`src/rtl/isg_pkg.sv`:
```
package isg_pkg;

  localparam int REG_W = 32;

  typedef enum logic [2:0] {
    SM_OFF    = 3'd0,
    SM_DETACH = 3'd1,
    SM_RISE   = 3'd4,
    SM_FALL   = 3'd5,
    SM_HIGH   = 3'd6,
    SM_LOW    = 3'd7
  } smode_e;

  localparam logic [15:0] OFS_DOMAIN   = 16'h0000;
  localparam logic [15:0] OFS_CFG0     = 16'h0004;
  localparam logic [15:0] OFS_PSET_MAP = 16'h1C00;
  localparam logic [15:0] OFS_PSET_NUM = 16'h1CDC;
  localparam logic [15:0] OFS_PCLR_MAP = 16'h1D00;
  localparam logic [15:0] OFS_PCLR_NUM = 16'h1DDC;
  localparam logic [15:0] OFS_ESET_MAP = 16'h1E00;
  localparam logic [15:0] OFS_ESET_NUM = 16'h1EDC;
  localparam logic [15:0] OFS_ECLR_MAP = 16'h1F00;
  localparam logic [15:0] OFS_ECLR_NUM = 16'h1FDC;

  localparam int GIE_BIT = 8;

  // reserved codes fold to inactive
  function automatic logic [2:0] legal_mode(input logic [2:0] raw);
    if (raw == 3'd2 || raw == 3'd3) return 3'd0;
    return raw;
  endfunction

endpackage

```
`src/rtl/isg_wr_decode.sv`:
```
module isg_wr_decode
  import isg_pkg::*;
#(
  parameter int NUM_SRC = 31,
  parameter int ADDR_W  = 16
) (
  input  logic              wr_en,
  input  logic [ADDR_W-1:0] wr_addr,
  input  logic [REG_W-1:0]  wr_data,
  output logic [NUM_SRC:0]  pset_o,
  output logic [NUM_SRC:0]  pclr_o,
  output logic [NUM_SRC:0]  eset_o,
  output logic [NUM_SRC:0]  eclr_o,
  output logic [NUM_SRC:0]  cfg_we_o,
  output logic              dom_we_o
);

  // bitmap word holding source idx at base, and the bit within it
  function automatic logic map_hit(input logic [ADDR_W-1:0] a,
                                   input logic [REG_W-1:0]  d,
                                   input logic [15:0]       base,
                                   input int                idx);
    return (a == ADDR_W'(base + 16'(4 * (idx / 32)))) && d[idx % 32];
  endfunction

  logic                 num_ok;
  logic [NUM_SRC:0]     num_hot;

  always_comb begin
    num_ok  = (wr_data != '0) && (wr_data <= REG_W'(NUM_SRC));
    num_hot = '0;
    for (int i = 1; i <= NUM_SRC; i++) begin
      num_hot[i] = num_ok && (wr_data == REG_W'(i));
    end
  end

  always_comb begin
    pset_o   = '0;
    pclr_o   = '0;
    eset_o   = '0;
    eclr_o   = '0;
    cfg_we_o = '0;
    for (int i = 1; i <= NUM_SRC; i++) begin
      pset_o[i] = wr_en && (map_hit(wr_addr, wr_data, OFS_PSET_MAP, i) ||
                  (wr_addr == ADDR_W'(OFS_PSET_NUM) && num_hot[i]));
      pclr_o[i] = wr_en && (map_hit(wr_addr, wr_data, OFS_PCLR_MAP, i) ||
                  (wr_addr == ADDR_W'(OFS_PCLR_NUM) && num_hot[i]));
      eset_o[i] = wr_en && (map_hit(wr_addr, wr_data, OFS_ESET_MAP, i) ||
                  (wr_addr == ADDR_W'(OFS_ESET_NUM) && num_hot[i]));
      eclr_o[i] = wr_en && (map_hit(wr_addr, wr_data, OFS_ECLR_MAP, i) ||
                  (wr_addr == ADDR_W'(OFS_ECLR_NUM) && num_hot[i]));
      cfg_we_o[i] = wr_en && (wr_addr == ADDR_W'(OFS_CFG0 + 16'(4 * (i - 1))));
    end
    dom_we_o = wr_en && (wr_addr == ADDR_W'(OFS_DOMAIN));
  end

endmodule

```
`src/rtl/isg_src_cell.sv`:
```
module isg_src_cell
  import isg_pkg::*;
(
  input  logic       clk,
  input  logic       rst,
  input  logic       wire_i,
  input  logic       cfg_we,
  input  logic [2:0] cfg_raw,
  input  logic       pset,
  input  logic       pclr,
  input  logic       eset,
  input  logic       eclr,
  input  logic       dlv_clr,
  output logic [2:0] mode_o,
  output logic       pend_o,
  output logic       en_o
);

  logic [2:0] mode_q, mode_nxt;
  logic       s1_q, s2_q;
  logic       pend_q, pend_nxt;
  logic       en_q, en_nxt;
  logic       rise, fall, clr_any;

  assign rise    = s1_q & ~s2_q;
  assign fall    = ~s1_q & s2_q;
  assign clr_any = pclr | dlv_clr;

  always_comb begin
    mode_nxt = cfg_we ? legal_mode(cfg_raw) : mode_q;

    case (mode_q)
      SM_DETACH: pend_nxt = (pend_q & ~clr_any) | pset;
      SM_RISE:   pend_nxt = (pend_q & ~clr_any) | pset | rise;
      SM_FALL:   pend_nxt = (pend_q & ~clr_any) | pset | fall;
      SM_HIGH:   pend_nxt = s1_q;
      SM_LOW:    pend_nxt = ~s1_q;
      default:   pend_nxt = 1'b0;
    endcase

    if (mode_q == SM_OFF) en_nxt = 1'b0;
    else                  en_nxt = (en_q & ~eclr) | eset;

    if (mode_nxt == SM_OFF) begin
      pend_nxt = 1'b0;
      en_nxt   = 1'b0;
    end
  end

  always_ff @(posedge clk) begin
    if (rst) begin
      mode_q <= SM_OFF;
      s1_q   <= 1'b0;
      s2_q   <= 1'b0;
      pend_q <= 1'b0;
      en_q   <= 1'b0;
    end else begin
      mode_q <= mode_nxt;
      s1_q   <= wire_i;
      s2_q   <= s1_q;
      pend_q <= pend_nxt;
      en_q   <= en_nxt;
    end
  end

  assign mode_o = mode_q;
  assign pend_o = pend_q;
  assign en_o   = en_q;

endmodule

```
`src/rtl/irq_src_gate.sv`:
```
module irq_src_gate
  import isg_pkg::*;
#(
  parameter int NUM_SRC = 31,
  parameter int ADDR_W  = 16,
  parameter int IDW     = $clog2(NUM_SRC + 1)
) (
  input  logic              clk,
  input  logic              rst,
  input  logic              wr_en,
  input  logic [ADDR_W-1:0] wr_addr,
  input  logic [31:0]       wr_data,
  input  logic              rd_en,
  input  logic [ADDR_W-1:0] rd_addr,
  output logic [31:0]       rd_data,
  input  logic [NUM_SRC:1]  src_i,
  input  logic              clr_vld,
  input  logic [IDW-1:0]    clr_id,
  output logic [NUM_SRC:1]  req_o
);

  localparam int NWORDS = (NUM_SRC + 32) / 32;
  localparam int MAPW   = NWORDS * 32;

  logic [NUM_SRC:0]         pset, pclr, eset, eclr, cfg_we, dlv_hot;
  logic                     dom_we;
  logic                     gie_q;
  logic [NUM_SRC:0]         pend_vec, en_vec;
  logic [2:0]               mode_arr [NUM_SRC:0];
  logic [3*(NUM_SRC+1)-1:0] mode_flat;
  logic [MAPW-1:0]          pend_map, en_map;
  logic [31:0]              rd_val, rd_q;
  logic [NUM_SRC:1]         req_q;

  isg_wr_decode #(.NUM_SRC(NUM_SRC), .ADDR_W(ADDR_W)) u_dec (
    .wr_en    (wr_en),
    .wr_addr  (wr_addr),
    .wr_data  (wr_data),
    .pset_o   (pset),
    .pclr_o   (pclr),
    .eset_o   (eset),
    .eclr_o   (eclr),
    .cfg_we_o (cfg_we),
    .dom_we_o (dom_we)
  );

  always_comb begin
    dlv_hot = '0;
    for (int i = 1; i <= NUM_SRC; i++) begin
      dlv_hot[i] = clr_vld && (clr_id == IDW'(i));
    end
  end

  assign pend_vec[0]  = 1'b0;
  assign en_vec[0]    = 1'b0;
  assign mode_arr[0]  = 3'd0;
  assign mode_flat[2:0] = 3'd0;

  for (genvar g = 1; g <= NUM_SRC; g++) begin : g_src
    isg_src_cell u_cell (
      .clk     (clk),
      .rst     (rst),
      .wire_i  (src_i[g]),
      .cfg_we  (cfg_we[g]),
      .cfg_raw (wr_data[2:0]),
      .pset    (pset[g]),
      .pclr    (pclr[g]),
      .eset    (eset[g]),
      .eclr    (eclr[g]),
      .dlv_clr (dlv_hot[g]),
      .mode_o  (mode_arr[g]),
      .pend_o  (pend_vec[g]),
      .en_o    (en_vec[g])
    );
    assign mode_flat[3*g +: 3] = mode_arr[g];
  end

  always_ff @(posedge clk) begin
    if (rst)         gie_q <= 1'b0;
    else if (dom_we) gie_q <= wr_data[GIE_BIT];
  end

  always_comb begin
    pend_map = '0;
    en_map   = '0;
    pend_map[NUM_SRC:0] = pend_vec;
    en_map[NUM_SRC:0]   = en_vec;
  end

  always_comb begin
    rd_val = '0;
    if (rd_addr == ADDR_W'(OFS_DOMAIN)) begin
      rd_val[31]      = 1'b1;
      rd_val[GIE_BIT] = gie_q;
    end
    for (int w = 0; w < NWORDS; w++) begin
      if (rd_addr == ADDR_W'(OFS_PSET_MAP + 16'(4 * w))) rd_val = pend_map[32*w +: 32];
      if (rd_addr == ADDR_W'(OFS_ESET_MAP + 16'(4 * w))) rd_val = en_map[32*w +: 32];
    end
    for (int i = 1; i <= NUM_SRC; i++) begin
      if (rd_addr == ADDR_W'(OFS_CFG0 + 16'(4 * (i - 1)))) rd_val = {29'd0, mode_arr[i]};
    end
  end

  always_ff @(posedge clk) begin
    if (rst) begin
      rd_q  <= '0;
      req_q <= '0;
    end else begin
      rd_q  <= rd_en ? rd_val : 32'd0;
      req_q <= pend_vec[NUM_SRC:1] & en_vec[NUM_SRC:1] & {NUM_SRC{gie_q}};
    end
  end

  assign rd_data = rd_q;
  assign req_o   = req_q;

endmodule

```
`config.mk`:
```
export PLATFORM = sky130hd
export DESIGN_NAME = irq_src_gate
export DESIGN_NICKNAME = d
export VERILOG_FILES = /design/src/rtl/isg_pkg.sv /design/src/rtl/isg_wr_decode.sv /design/src/rtl/isg_src_cell.sv /design/src/rtl/irq_src_gate.sv
export SDC_FILE = /design/constraint.sdc
export NUM_CORES = 1
export LEC_CHECK = 0
export ABC_AREA = 0
export BUFFER_PORTS_ARGS = -buffer_cell sky130_fd_sc_hd__clkbuf_2
export CORE_MARGIN = 4
export CORE_UTILIZATION = 53
export CTS_CLUSTER_DIAMETER = 30
export DETAILED_ROUTE_END_ITERATION = 16
export PLACE_DENSITY_LB_ADDON = 0.1
export SYNTH_ARGS = -nofsm -noshare
export SYNTH_HDL_FRONTEND = slang
export SYNTH_SLANG_ARGS = --single-unit
```
`constraint.sdc`:
```
create_clock -name clk -period 2 [get_ports clk]
set_input_delay 0.2 -clock clk [delete_from_list [all_inputs] [get_ports clk]]
set_output_delay 0.2 -clock clk [all_outputs]
set_load 0.02 [all_outputs]
```
==> impl_metrics.yaml <==
status:
  status: "finished clean"
synth:
  ys_seq_area_share_pct: 38.2
  synth_top_area_share_pct: 38.2
  synthFlopType: "dfxtp_1"
  synth_cell_types: 83
  synth_edf_count: 0
  async_flop_share_pct: 0
  ys_warn_count: 0
  synth_cells: 1792
  syn_area_per_cell_um2: 8.23
  synthTopCellsByArea: "dfxtp_1, mux2i_1, nor2_1"
  yosysTopAreaCell: "dfxtp_1"
  netlist_area_mm2: 0.0147
  synth_fp_nets: 1897
  ys_ff_latch: 281
die:
  num_rows: 60
  die_w_um: 175
  coreArea_mm2: 0.0272
  io_pins: 168
  die_h_um: 175
  start_util_pct: 54.3
  fp.dieArea_mm2: 0.0306
clock_network:
  tritoncts: "done"
  root_buffer: "clkbuf_16"
  cts_max_path_buffers: 3
  clock_latency_ps: 580
  path_clk_slew_ps: 50
  cts_setup_buffers: 0
  cts_buffers: 59
  cts.sinks: 281
  htree_levels: 2
route:
  wire_per_inst_um: 23.4
  drc: 0
  totalWireLength_um: 62000
  via_count: 16800
  antenna_left: 0
  drtPass1Iterations: 8
  viasPerCell: 6.33
  first_iter_violations: 2571
cells_and_area:
  fin_nets: 2343
  post-route-util_pct: 76.3
  area_delta_synth_final_pct: 40.7
  stdcell_area_mm2: 0.0207
  layout-drive-gt1-share_pct: 28.5
place:
  portBuffers: 167
  place.gp.congestion: 1.02
  place_area_mm2: 0.0183
  hpwl_um: 46300
  pre_cts_slack_ps: -441
setup_path:
  critPathCaptureType: "flop"
  worstPathArrival_ps: 2310
  crit_type: "primary input to flop"
  cp-start-kind: "primary input"
  crit_fanout: 4
  required_ps: 2430
timing:
  rsz0062_at_grt: "false"
  setup_ws_ps: 115
  hold_viol: 0
  clock_skew_ps: 34.4
  worst_pin_slew_ps: 1050
  relSlewSlack_pct: 29.6
  setup_violations: 0
  max_freq_mhz: 530
  post-route-min-period_ps: 1890
  finalCritPeriodShare_pct: 94.3
  maxSlewViolCount: 0
  hold_slack_ps: 103
flow_run:
  drv_cap: 0
global_route:
  first_global_vias: 15700
  grt_usage_pct: 38.9
  grt_overflow_total: 0
  grt_pass1_wl_um: 93200
  antenna_found_initial: 2
  grt_start_max_net_pins: 124
power:
  vdd_drop_max_v: 0.000926
  p_total_w: 0.0169
  p_per_area_mw_per_mm2: 813
  p_leak_nw: 8.40
worst_hold_path:
  hold_path_class: "primary input to flop"
[metal layers]
layer | vias up | global-route usage, % | part of all wire [%]
met4 | 2 | 10.9 | 2.9
met1 | 7927 | 55.9 | 42
met2 | 1223 | 58.5 | 43
met5 | - | 0 | 0.018
met3 | 148 | 9.15 | 13
li1 | 7507 | - | -
[timing repair]
action / 4_1_cts / 5_1_grt
setup endpoints to repair: 0 / 3
resized for setup: 0 / 5
hold buffers: 36 / 0
endpoints found under the hold margin: 34 / 0
[logic make-up (layout without fill, tap and decap cells)]
family | count (synthesis) | after routing | share of synthesized area, %
xor gates and xnor gates | 59 | 59 | 3.50
AOI/OAI and AO/OA | 432 | 432 | 21.3
DFF | 281 | 281 | 38.2
other | 0 | 1 | 0
muxes | 109 | 109 | 7.45
and+or+nand+nor | 754 | 754 | 25.2
buffers and inverters | 157 | 647 | 4.38
[state kept, by name, indices dropped and copies added (netlist names)]
register,count
g_src.u_cell.en_o,31
req_o,31
g_src.u_cell.mode_o,93
g_src.u_cell.pend_o,31
rd_data,32
gie_q,1
g_src.u_cell.s1_q,31
g_src.u_cell.s2_q,31
[path summary, 6_finish.rpt]
kind	end	slack (ps)	depth (start not counted)	startpoint
max	g_src[29].u_cell.en_o	110	9	wr_addr[1]
min	rd_data[2]	100	4	rd_en
max reg2reg	rd_data[2]	130	7	g_src[17].u_cell.mode_o[2]
min reg2reg	g_src[25].u_cell.s2_q	480	1	g_src[25].u_cell.s1_q
[worst max-delay path: stages]
cell      delay (ps)
clkbuf_2         100
or3b_4           470
nor3b_4          220
buf_4            180
and4_1           300
mux2i_1          200
nor2_1            70
nor3_1           440
nor3_1           110
[final cells by class]
| cell class | instances | area, um2 |
|---|---|---|
| Inverter | 6 | 22.5 |
| Antenna cell | 1 | 2.50 |
| Tap cell | 372 | 465 |
| Sequential cell | 281 | 5630 |
| Fill cell | 1951 | 6430 |
| Multi-Input combinational cell | 1354 | 8690 |
| Timing Repair Buffer | 536 | 3880 |
| Clock buffer | 65 | 1540 |
| Clock inverter | 40 | 517 |
[per-stage QoR]
| stage | std cells | setup TNS [ps] |
|---|---|---|
| final | 2655 | 0 |
| after global routing | 2654 | 0 |
| after CTS | 2654 | 0 |
| after detailed placement | 2513 | -28250 |
| after global placement | 2513 | -23190 |
| after floorplan | 1792 | -281 |
[placed cells by master, fill, tap and decap left out, drive strengths merged, types with 8 or more instances in the layout]
master | netlist | routed
mux2i | 103 | 103
and3 | 34 | 34
a31oi | 25 | 25
nor4 | 21 | 21
o22ai | 9 | 9
a32oi | 10 | 10
dfxtp | 281 | 281
nor2 | 240 | 240
nor3 | 95 | 95
o211ai | 41 | 41
clkbuf | 105 | 230
dlygate4sd3 | 0 | 36
nand4 | 10 | 10
a22oi | 63 | 63
a32o | 56 | 56
inv | 6 | 16
a2111oi | 12 | 12
o2111ai | 14 | 14
xnor2 | 29 | 29
o311ai | 8 | 8
nor2b | 79 | 79
o21ai | 92 | 92
clkinvlp | 0 | 8
nand3 | 57 | 57
nand2b | 9 | 9
buf | 46 | 335
a21oi | 41 | 41
xor2 | 30 | 30
nand2 | 162 | 162
bufinv | 0 | 9
clkinv | 0 | 13
[power breakdown]
| part | internal (W) | leakage (nW) | switching [W] |
|---|---|---|---|
| clock network | 0.00674 | 0.983 | 0.00335 |
| registers | 0.00567 | 2.28 | 0.0000442 |
| logic | 0.000453 | 5.14 | 0.000609 |
[synthesized netlist by cell type (9+ instances only)]
cell / instances
a2111oi_0: 11
a21oi_1: 40
a22oi_1: 63
a31oi_1: 25
a32o_1: 56
a32oi_1: 10
and3_1: 34
buf_1: 9
buf_2: 35
clkbuf_1: 104
dfxtp_1: 281
mux2i_1: 103
nand2_1: 162
nand2b_1: 9
nand3_1: 57
nand4_1: 9
nor2_1: 239
nor2b_1: 79
nor3_1: 90
nor4_1: 14
o2111ai_1: 14
o211ai_1: 41
o21ai_0: 58
o21ai_1: 34
o22ai_1: 9
xnor2_1: 29
xor2_1: 30
No activity file was read; power rests on OpenSTA's default activity.
